**config.mk**
```make
export PLATFORM = sky130hd
export DESIGN_NAME = stack_frame_seq
export DESIGN_NICKNAME = d
export VERILOG_FILES = /design/src/rtl/sfs_pkg.sv /design/src/rtl/sfs_ptr_regs.sv /design/src/rtl/sfs_ctrl.sv /design/src/rtl/stack_frame_seq.sv
export SDC_FILE = /design/constraint.sdc
export NUM_CORES = 1
export LEC_CHECK = 0
export ABC_AREA = 1
export CORE_UTILIZATION = 55
export CTS_BUF_LIST = sky130_fd_sc_hd__clkbuf_8
export DETAILED_ROUTE_END_ITERATION = 10
export PLACE_DENSITY = 0.95
export SLEW_MARGIN = 20
export SYNTH_ARGS = -nofsm -noshare
export SYNTH_HDL_FRONTEND = slang
export SYNTH_SLANG_ARGS = --single-unit
```
**constraint.sdc**
```tcl
create_clock -name clk -period 5.5 [get_ports clk]
set_input_delay 0.825 -clock clk [delete_from_list [all_inputs] [get_ports clk]]
set_output_delay 0.825 -clock clk [all_outputs]
set_load 0.005 [all_outputs]
```
**src/rtl/sfs_pkg.sv**
```systemverilog
package sfs_pkg;

  typedef enum logic [2:0] {
    OP_PUSH     = 3'd0,
    OP_CALL     = 3'd1,
    OP_SALLOC   = 3'd2,
    OP_RET      = 3'd3,
    OP_SDEALLOC = 3'd4
  } op_e;

  typedef enum logic [2:0] {
    SP_HOLD,
    SP_DEC1,
    SP_INC1,
    SP_SUBN,
    SP_ADDN,
    SP_FROM_BP
  } sp_op_e;

  typedef enum logic [1:0] {
    BP_HOLD,
    BP_FROM_SP,
    BP_LOAD
  } bp_op_e;

  typedef enum logic [3:0] {
    ST_IDLE,
    ST_ONE,
    ST_PUSH_RD,
    ST_PUSH_WR,
    ST_SAL_SAVE,
    ST_SAL_ANCH,
    ST_RET_UNW,
    ST_RET_RDBP,
    ST_RET_LDBP,
    ST_RET_RDPC,
    ST_RET_LDPC
  } state_e;

endpackage

```
**src/rtl/sfs_ptr_regs.sv**
```systemverilog
module sfs_ptr_regs
  import sfs_pkg::*;
#(
  parameter int AW = 8
) (
  input  logic          clk,
  input  logic          rst_n,
  input  sp_op_e        sp_op,
  input  bp_op_e        bp_op,
  input  logic [AW-1:0] amount,
  input  logic [AW-1:0] load_val,
  input  logic          clr_err,
  output logic [AW-1:0] sp,
  output logic [AW-1:0] bp,
  output logic          err
);

  localparam logic [AW:0] ONE_X = {{AW{1'b0}}, 1'b1};

  logic [AW:0]   sp_ext;
  logic [AW:0]   amt_ext;
  logic [AW-1:0] sp_nx;
  logic          wrap;

  assign amt_ext = {1'b0, amount};

  always_comb begin
    case (sp_op)
      SP_DEC1:    sp_ext = {1'b0, sp} - ONE_X;
      SP_INC1:    sp_ext = {1'b0, sp} + ONE_X;
      SP_SUBN:    sp_ext = {1'b0, sp} - amt_ext;
      SP_ADDN:    sp_ext = {1'b0, sp} + amt_ext;
      SP_FROM_BP: sp_ext = {1'b0, bp};
      default:    sp_ext = {1'b0, sp};
    endcase
  end

  assign sp_nx = sp_ext[AW-1:0];
  assign wrap  = sp_ext[AW];

  always_ff @(posedge clk) begin
    if (!rst_n) begin
      sp  <= '1;
      bp  <= '1;
      err <= 1'b0;
    end else begin
      sp <= sp_nx;
      case (bp_op)
        BP_FROM_SP: bp <= sp;
        BP_LOAD:    bp <= load_val;
        default:    bp <= bp;
      endcase
      if (clr_err)   err <= 1'b0;
      else if (wrap) err <= 1'b1;
    end
  end

  // with no step requested the stack pointer keeps its value
  p_sp_hold_r11: assert property (@(posedge clk) disable iff (!rst_n)
    (sp_op == SP_HOLD) |=> $stable(sp));

  // base pointer only moves on a requested step
  p_bp_hold_r6: assert property (@(posedge clk) disable iff (!rst_n)
    (bp_op == BP_HOLD) |=> $stable(bp));

  // a new command starts with a clear wrap flag
  p_err_clear_r10: assert property (@(posedge clk) disable iff (!rst_n)
    clr_err |=> !err);

endmodule

```
**src/rtl/sfs_ctrl.sv**
```systemverilog
module sfs_ctrl
  import sfs_pkg::*;
#(
  parameter int AW = 8
) (
  input  logic          clk,
  input  logic          rst_n,
  input  logic          cmd_valid,
  output logic          cmd_ready,
  input  logic [2:0]    cmd_op,
  input  logic          cmd_imm,
  input  logic [AW-1:0] cmd_arg,
  input  logic [AW-1:0] cmd_link,
  input  logic [AW-1:0] sp,
  input  logic [AW-1:0] bp,
  input  logic [AW-1:0] mem_rdata,
  output logic          mem_en,
  output logic          mem_we,
  output logic [AW-1:0] mem_addr,
  output logic [AW-1:0] mem_wdata,
  output sp_op_e        sp_op,
  output bp_op_e        bp_op,
  output logic [AW-1:0] amount,
  output logic          accept,
  output logic          done,
  output logic          pc_valid,
  output logic [AW-1:0] pc_value
);

  state_e        st_q, st_nx;
  logic [2:0]    op_q;
  logic          imm_q;
  logic [AW-1:0] arg_q;
  logic [AW-1:0] link_q;
  logic [AW-1:0] sp_m1;
  logic          fin;
  logic          pc_ld;
  logic [AW-1:0] pc_nx;

  assign cmd_ready = (st_q == ST_IDLE);
  assign accept    = cmd_valid && cmd_ready;
  assign sp_m1     = sp - {{(AW-1){1'b0}}, 1'b1};
  assign amount    = arg_q;

  always_comb begin
    st_nx     = st_q;
    mem_en    = 1'b0;
    mem_we    = 1'b0;
    mem_addr  = sp;
    mem_wdata = '0;
    sp_op     = SP_HOLD;
    bp_op     = BP_HOLD;
    fin       = 1'b0;
    pc_ld     = 1'b0;
    pc_nx     = arg_q;
    case (st_q)
      ST_IDLE: begin
        if (accept) begin
          case (op_e'(cmd_op))
            OP_PUSH:   st_nx = cmd_imm ? ST_ONE : ST_PUSH_RD;
            OP_SALLOC: st_nx = ST_SAL_SAVE;
            OP_RET:    st_nx = ST_RET_UNW;
            default:   st_nx = ST_ONE;
          endcase
        end
      end
      ST_ONE: begin
        fin   = 1'b1;
        st_nx = ST_IDLE;
        case (op_e'(op_q))
          OP_PUSH: begin
            mem_en    = 1'b1;
            mem_we    = 1'b1;
            mem_addr  = sp_m1;
            mem_wdata = arg_q;
            sp_op     = SP_DEC1;
          end
          OP_CALL: begin
            mem_en    = 1'b1;
            mem_we    = 1'b1;
            mem_addr  = sp_m1;
            mem_wdata = link_q;
            sp_op     = SP_DEC1;
            pc_ld     = 1'b1;
          end
          OP_SDEALLOC: sp_op = SP_ADDN;
          default: ;
        endcase
      end
      ST_PUSH_RD: begin
        mem_en   = 1'b1;
        mem_addr = arg_q;
        st_nx    = ST_PUSH_WR;
      end
      ST_PUSH_WR: begin
        mem_en    = 1'b1;
        mem_we    = 1'b1;
        mem_addr  = sp_m1;
        mem_wdata = mem_rdata;
        sp_op     = SP_DEC1;
        fin       = 1'b1;
        st_nx     = ST_IDLE;
      end
      ST_SAL_SAVE: begin
        mem_en    = 1'b1;
        mem_we    = 1'b1;
        mem_addr  = sp_m1;
        mem_wdata = bp;
        sp_op     = SP_DEC1;
        st_nx     = ST_SAL_ANCH;
      end
      ST_SAL_ANCH: begin
        bp_op = BP_FROM_SP;
        sp_op = SP_SUBN;
        fin   = 1'b1;
        st_nx = ST_IDLE;
      end
      ST_RET_UNW: begin
        sp_op = SP_FROM_BP;
        st_nx = ST_RET_RDBP;
      end
      ST_RET_RDBP: begin
        mem_en = 1'b1;
        st_nx  = ST_RET_LDBP;
      end
      ST_RET_LDBP: begin
        bp_op = BP_LOAD;
        sp_op = SP_INC1;
        st_nx = ST_RET_RDPC;
      end
      ST_RET_RDPC: begin
        mem_en = 1'b1;
        st_nx  = ST_RET_LDPC;
      end
      ST_RET_LDPC: begin
        sp_op = SP_INC1;
        pc_ld = 1'b1;
        pc_nx = mem_rdata;
        fin   = 1'b1;
        st_nx = ST_IDLE;
      end
      default: st_nx = ST_IDLE;
    endcase
  end

  always_ff @(posedge clk) begin
    if (!rst_n) begin
      st_q     <= ST_IDLE;
      op_q     <= '0;
      imm_q    <= 1'b0;
      arg_q    <= '0;
      link_q   <= '0;
      done     <= 1'b0;
      pc_valid <= 1'b0;
      pc_value <= '0;
    end else begin
      st_q     <= st_nx;
      done     <= fin;
      pc_valid <= pc_ld;
      if (pc_ld) pc_value <= pc_nx;
      if (accept) begin
        op_q   <= cmd_op;
        imm_q  <= cmd_imm;
        arg_q  <= cmd_arg;
        link_q <= cmd_link;
      end
    end
  end

  // completion is a single-cycle pulse
  p_done_pulse_r9: assert property (@(posedge clk) disable iff (!rst_n)
    done |=> !done);

  // a new program counter is only announced on completion
  p_pc_with_done_r9: assert property (@(posedge clk) disable iff (!rst_n)
    pc_valid |-> done);

  // a taken command makes the unit busy
  p_busy_after_accept_r2: assert property (@(posedge clk) disable iff (!rst_n)
    accept |=> !cmd_ready);

  // writes only on an enabled access
  p_we_has_en_r12: assert property (@(posedge clk) disable iff (!rst_n)
    mem_we |-> mem_en);

  // no memory traffic while idle
  p_idle_quiet_r12: assert property (@(posedge clk) disable iff (!rst_n)
    cmd_ready |-> !mem_en);

endmodule

```
**src/rtl/stack_frame_seq.sv**
```systemverilog
module stack_frame_seq
  import sfs_pkg::*;
#(
  parameter int AW = 8
) (
  input  logic          clk,
  input  logic          rst_n,
  input  logic          cmd_valid,
  output logic          cmd_ready,
  input  logic [2:0]    cmd_op,
  input  logic          cmd_imm,
  input  logic [AW-1:0] cmd_arg,
  input  logic [AW-1:0] cmd_link,
  output logic          mem_en,
  output logic          mem_we,
  output logic [AW-1:0] mem_addr,
  output logic [AW-1:0] mem_wdata,
  input  logic [AW-1:0] mem_rdata,
  output logic          done,
  output logic          pc_valid,
  output logic [AW-1:0] pc_value,
  output logic [AW-1:0] sp,
  output logic [AW-1:0] bp,
  output logic          err_wrap
);

  sp_op_e        sp_op;
  bp_op_e        bp_op;
  logic [AW-1:0] amount;
  logic          accept;

  sfs_ctrl #(.AW(AW)) u_ctrl (
    .clk       (clk),
    .rst_n     (rst_n),
    .cmd_valid (cmd_valid),
    .cmd_ready (cmd_ready),
    .cmd_op    (cmd_op),
    .cmd_imm   (cmd_imm),
    .cmd_arg   (cmd_arg),
    .cmd_link  (cmd_link),
    .sp        (sp),
    .bp        (bp),
    .mem_rdata (mem_rdata),
    .mem_en    (mem_en),
    .mem_we    (mem_we),
    .mem_addr  (mem_addr),
    .mem_wdata (mem_wdata),
    .sp_op     (sp_op),
    .bp_op     (bp_op),
    .amount    (amount),
    .accept    (accept),
    .done      (done),
    .pc_valid  (pc_valid),
    .pc_value  (pc_value)
  );

  sfs_ptr_regs #(.AW(AW)) u_ptr (
    .clk      (clk),
    .rst_n    (rst_n),
    .sp_op    (sp_op),
    .bp_op    (bp_op),
    .amount   (amount),
    .load_val (mem_rdata),
    .clr_err  (accept),
    .sp       (sp),
    .bp       (bp),
    .err      (err_wrap)
  );

endmodule

```
==> results of run 1 <==
-- power groups by stage --
stage / sequential, uW / combinational, uW / clock (uW)
2_1_floorplan: 442 / 279 / 0
3_3_place_gp: 456 / 465 / 0
3_5_place_dp: 457 / 477 / 0
4_1_cts: 448 / 480 / 276
5_1_grt: 455 / 534 / 290
6_report: 450 / 488 / 276
-- per-stage QoR --
| step | hold slack [ps] | util, % | area, um^2 | instances | setup WS [ps] |
|---|---|---|---|---|---|
| 3_3_place_gp | 444 | 72.6 | 4100 | 643 | 2220 |
| 6_report | 476 | 74.7 | 4210 | 651 | 1610 |
| 3_5_place_dp | 460 | 72.6 | 4100 | 643 | 2070 |
| 4_1_cts | 475 | 74.7 | 4210 | 651 | 1710 |
| 5_1_grt | 495 | 74.7 | 4210 | 651 | 1400 |
| 2_1_floorplan | 430 | - | 3310 | 508 | 3170 |
-- cells in the mapped netlist, types with 9 or more instances --
cell type / number
nand3_1: 46
nor2_1: 30
o21ai_0: 51
dfxtp_1: 50
a31oi_1: 9
inv_2: 11
a21oi_1: 37
nand4_1: 13
nand2_1: 108
inv_1: 60
ha_1: 11
o22ai_1: 9
o211ai_1: 10
-- worst max-delay path: stages (launching register included) --
cell             delay, ps
dfxtp_1                390
inv_2                   70
nor2_1                 610
nand2_1                340
inv_2                  210
nor2_1                 100
nand2_1                180
nand2_1                140
o21ai_1                170
nand3_1                100
clkdlybuf4s50_1        450
-- state kept, by name, indices dropped and copies added (netlist names) --
name and cells:
u_ctrl.pc_value 8, u_ctrl.op_q 3, u_ctrl.amount 8, u_ctrl.done 1
u_ptr.sp 8, u_ctrl.pc_valid 1, u_ptr.bp 8, u_ctrl.link_q 8
u_ptr.err 1, u_ctrl.st_q 4
-- cell families (layout without fill, tap and decap cells) --
family                     count (synthesis)  count (layout)
adders and majority gates                 12              12
AOI/OAI and AO/OA                        136             136
buffers and inverters                     86             157
and+or+nand+nor                          221             221
DFF                                       50              50
xor gates and xnor gates                   3               3
-- worst min-delay path by stage --
stage	end	slack, ps	cells past startpoint
after floorplan	u_ctrl.link_q[5]$_SDFFE_PN0P_	430	2
after global placement	u_ctrl.link_q[3]$_SDFFE_PN0P_	440	2
after detailed placement	u_ctrl.link_q[5]$_SDFFE_PN0P_	460	2
after CTS	u_ctrl.link_q[4]$_SDFFE_PN0P_	480	2
after global routing	u_ctrl.link_q[1]$_SDFFE_PN0P_	500	2
final	u_ctrl.link_q[1]$_SDFFE_PN0P_	480	2
-- metal layers --
layer / up-vias / share of wire [%]
li1: 1881 / -
met1: 1798 / 42
met2: 207 / 48
met3: 31 / 8.0
met4: 0 / 2.4
met5: - / 0
-- area by class of cell --
type	instances	area (um^2)	share of cell area (%)
Tap cell	72	90.1	2.14
Clock buffer	5	68.8	1.63
Sequential cell	50	1000	23.8
Clock inverter	3	48.8	1.16
Multi-Input combinational cell	372	1970	46.7
Timing Repair Buffer	77	768	18.2
Inverter	72	270	6.42
==> run_results.csv, run 1 <==
group,metric,value,unit
status,status,"completed",
yosys,synth-async-reset-ratio,0,%
yosys,synth_mux_area_share,0,%
clocking,cts_tree,"done",
clocking,clkTransAtPathRegs,100,ps
power_and_ir_drop,switching_share,37.9,%
yosys,synthXorXnorAreaFrac,0.795,%
routing,via_per_inst,6.02,
yosys,synth_top_family_by_area,"simple AND/OR/NAND/NOR gates",
yosys,synth-simple-area-share,30.2,%
yosys,synth-edff-count,0,
setup_path,critPathCaptureType,"output port",
global_routing,top_usage_layer,"met2",
setup_path,cp-start-kind,"flip-flop",
global_routing,grt_pass1_vias,3479,
finish,num_antenna_cells,0,
power_and_ir_drop,power_frac_seq,37.1,%
clocking,numCtsBuffers,5,
finish,fin_nets,621,
routing,drt_iter0_markers,509,
clocking,postCtsSetupBuffers,0,
place,dp_hpwl,8.54,mm
timing,drv_slew,0,
routing,drtPass1Iterations,6,
global_routing,gr-total-overflow,0,
finish,layout-drive-gt1-share,6.74,%
floorplanning,die-area,6320,um^2
routing,wire_per_inst,16.7,um
power_and_ir_drop,report.power.total,1210,uW
routing,drc,0,
global_routing,groute.layer.met1.usage,46.1,%
routing,via_count,3917,
floorplanning,core_area,5640,um^2
setup_path,crit_required,4680,ps
place,gp_congestion,0.975,
timing,fin_crit,3890,ps
timing,final_hold_viol_count,0,
finish,final_common_cell,"nand2_1",
power_and_ir_drop,p_per_area,288,nW/um^2
floorplanning,die_y,79.5,um
floorplanning,die_x,79.5,um
hold_path,hold_path_class,"flip-flop to flip-flop",
setup_path,worstReg2RegEnd,"u_ptr.sp[4]$_SDFFE_PN1P_",
yosys,synth_cells,508,
setup_path,ff2ff_setup_slack,2240,ps
yosys,syn_nets,551,
floorplanning,io_pins,77,
power_and_ir_drop,comb_power_share,40.2,%
floorplanning,row_count,27,
setup_path,path_class,"flip-flop to output port",
yosys,synth_cell_type_count,35,
global_routing,grtUsageTotal,34.5,%
yosys,synth_top_area_share,30.3,%
routing,ant_nets,0,
yosys,ys.flop_type,"dfxtp_1",
finish,syn_to_final_growth,27.4,%
yosys,yosys.area_share.adder,4.77,%
hold_path,min-delay-start,"u_ctrl.link_q[1]$_SDFFE_PN0P_",
run,max-cap-violations,0,
power_and_ir_drop,p_leak,0.00180,uW
clocking,cts_root_buffer,"clkbuf_8",
routing,routed_wl,10.8,mm
setup_path,worst_ep_arrival_time,3070,ps
clocking,cts_buffer_depth,2,
clocking,cts_resized,0,
setup_path,crit_fanout,11,
yosys,synth_compound_area_share,23.7,%
timing,setup-violations-final,0,
setup_path,crit_start,"u_ctrl.st_q[1]$_SDFFE_PN0P_",
global_routing,use_met2,57.0,%
timing,fmax,257,MHz
finish,filler_cell_count,488,
power_and_ir_drop,p_clk_share,22.7,%
global_routing,antenna_found_initial,0,
timing,rsz0062_at_grt,"false",
timing,relSlewSlack,30.3,%
yosys,yosysWarningCount,0,
yosys,avgSynthCellArea,6.51,um^2
setup_path,reg2reg_depth,11,
yosys,synth-seq-cells,50,
yosys,yosysSeqAreaShare,30.3,%
clocking,clk_latency,320,ps
global_routing,grt_pass1_wl,16.8,mm
timing,clock_skew,14.1,ps
clocking,holdBufCountCts,0,
global_routing,use_met3,4.23,%
timing,finalCritPeriodShare,70.8,%
power_and_ir_drop,power.internal,754,uW
yosys,yosysTopAreaCell,"dfxtp_1",
yosys,synth_area,3310,um^2
setup_path,crit-reg2reg-launch,"u_ctrl.st_q[0]$_SDFFE_PN0P_",
timing,finalSetupTns,0,ps
global_routing,grt_max_degree,39,
clocking,htreeDepth,2,
power_and_ir_drop,irDropWorstVdd,0.000216,V
power_and_ir_drop,switchingPower,461,uW
place,port_buffers,76,
timing,max_slew.worst_pin.slew,1040,ps
yosys,synth_area_leaders,"dfxtp_1, nand2_1, o21ai_0",
finish,final_cell_mix,"nand2_1, clkdlybuf4s50_1, inv_1",
clocking,cts_sinks,50,
setup_path,critPathCapture,"mem_addr[4]",
floorplanning,start_util,58.6,%
Power figures use the tool's default switching activity.
==> run 2, diff against run 1 <==
Settings changed: CORE_UTILIZATION 55 to 52, PLACE_DENSITY 0.95 to 0.91.
Clock period 5.5 ns to 3.95 ns, I/O delays scaled along.
==> run_results.csv, run 2 (synthesis results as in run 1) <==
group,metric,value,unit
status,status,"completed",
timing,final_hold_viol_count,0,
global_routing,grt_pass1_vias,3316,
setup_path,crit_fanout,12,
timing,fin_hold_ws,467,ps
routing,via_count,3920,
setup_path,crit_required,3360,ps
hold_path,min-delay-start,"u_ctrl.link_q[6]$_SDFFE_PN0P_",
floorplanning,core_area,6030,um^2
timing,max_slew.worst_pin.slew,732,ps
timing,rsz0062_at_grt,"false",
global_routing,grtUsageTotal,33.2,%
setup_path,cp-start-kind,"flip-flop",
floorplanning,row_count,28,
routing,drt_iter0_markers,389,
finish,syn_to_final_growth,28.1,%
hold_path,min_to,"u_ctrl.link_q[6]$_SDFFE_PN0P_",
floorplanning,start_util,54.9,%
routing,ant_nets,0,
hold_path,hold_path_class,"flip-flop to flip-flop",
setup_path,crit_path_top_delay_cell,"clkdlybuf4s50_1",
clocking,cts_root_buffer,"clkbuf_8",
finish,final_util,70.3,%
clocking,cts_resized,0,
clocking,postCtsSetupBuffers,0,
global_routing,grt_max_degree,39,
run,max-cap-violations,0,
floorplanning,die_y,81.7,um
place,port_buffers,76,
clocking,holdBufCountCts,0,
setup_path,crit_buf_inv,3,
clocking,numCtsBuffers,5,
setup_path,crit-reg2reg-launch,"u_ctrl.st_q[0]$_SDFFE_PN0P_",
timing,relSlewSlack,50.9,%
global_routing,grt_pass1_wl,16.5,mm
floorplanning,die_x,81.7,um
routing,wire_per_inst,16.6,um
place,dp_hpwl,8.38,mm
setup_path,worst_ep_arrival_time,2430,ps
setup_path,critPathCaptureType,"output port",
hold_path,min_path_cells,2,
timing,fin_crit,3030,ps
timing,finalSetupTns,0,ps
timing,clock_skew,7.22,ps
setup_path,worstReg2RegEnd,"u_ptr.sp[4]$_SDFFE_PN1P_",
finish,num_antenna_cells,0,
setup_path,ff2ff_setup_slack,1200,ps
routing,routed_wl,10.9,mm
finish,final_common_cell,"nand2_1",
clocking,clk_latency,320,ps
timing,finalCritPeriodShare,76.6,%
clocking,cts_sinks,50,
clocking,clkTransAtPathRegs,100,ps
finish,final_cell_mix,"nand2_1, clkdlybuf4s50_1, inv_1",
power_and_ir_drop,irDropWorstVdd,0.000228,V
timing,drv_slew,0,
finish,layout-drive-gt1-share,7.23,%
setup_path,cp_common_cell,"nand2_1",
setup_path,path_class,"flip-flop to output port",
timing,setup-violations-final,0,
power_and_ir_drop,p_per_area,401,nW/um^2
floorplanning,io_pins,77,
clocking,cts_tree,"done",
floorplanning,die-area,6680,um^2
routing,via_per_inst,5.98,
power_and_ir_drop,p_leak,0.00181,uW
clocking,cts_buffer_depth,2,
routing,drc,0,
global_routing,gr-total-overflow,0,
setup_path,critPathMaxStageDelay,550,ps
timing,fmax,331,MHz
routing,drtPass1Iterations,9,
setup_path,reg2reg_depth,12,
place,gp_congestion,0.969,
global_routing,antenna_found_initial,0,
clocking,htreeDepth,2,
finish,fin_nets,623,
setup_path,critPathTopFamily,"simple AND/OR/NAND/NOR gates",
setup_path,crit_chain,"inv_2, nand2_1, nor2_1, buf_4, nor2_1, nand2_1, nand2_1, nand2_1, o221ai_1, clkdlybuf4s50_1",
[run 2: worst register-to-register path, stage by stage, from the launching register on]
cell and delay [ps]:
dfxtp_1 470, nand2_1 150, nor2_1 130, buf_4 200, nand2_2 130, nand2_2 170, o211ai_1 180, fa_1 490
nand3_1 100, nand3_1 130, or2_2 300, nand3_1 90, nand4_1 80
[run 2: per-layer routing]
| layer | up-vias | routed length, um | global-route usage, % |
|---|---|---|---|
| li1 | 1876 | - | - |
| met2 | 218 | 5140 | 52.7 |
| met1 | 1788 | 4430 | 43.9 |
| met4 | 0 | 342 | 14.0 |
| met5 | - | 0 | 0 |
| met3 | 38 | 967 | 6.11 |
[run 2: report_power, final]
part           switching [uW]  internal, uW  total, uW
Combinational             371           304        676
Sequential               75.9           555        631
Clock                     196           193        389
[run 2: final cells by class]
type	instances	area, um^2
multi-input cells	372	1970
fillers	515	1790
flip-flops and latches	50	1000
repair buffers	79	783
inverters	72	270
well taps	75	93.8
clock buffers	5	68.8
clock inverters	3	48.8
[run 2: through the flow]
step | power, uW | cell area [um^2] | setup slack (ps) | cells
final | 1700 | 4230 | 924 | 656
after global routing | 1780 | 4230 | 780 | 656
after CTS | 1680 | 4230 | 972 | 656
after detailed placement | 1300 | 4110 | 1260 | 648
after global placement | 1290 | 4110 | 1350 | 648
after floorplan | 1000 | 3310 | 1620 | 508
[run 2: how the worst max path moves through the flow]
stage                                start                       end  cells after the start
6_report       u_ctrl.st_q[1]$_SDFFE_PN0P_               mem_addr[1]                     10
5_1_grt        u_ctrl.st_q[1]$_SDFFE_PN0P_               mem_addr[4]                     10
4_1_cts        u_ctrl.st_q[1]$_SDFFE_PN0P_               mem_addr[1]                     10
3_5_place_dp   u_ctrl.st_q[0]$_SDFFE_PN0P_  u_ptr.sp[4]$_SDFFE_PN1P_                     12
3_3_place_gp   u_ctrl.st_q[0]$_SDFFE_PN0P_  u_ptr.sp[4]$_SDFFE_PN1P_                     12
2_1_floorplan  u_ctrl.st_q[0]$_SDFFE_PN0P_  u_ptr.sp[4]$_SDFFE_PN1P_                     11
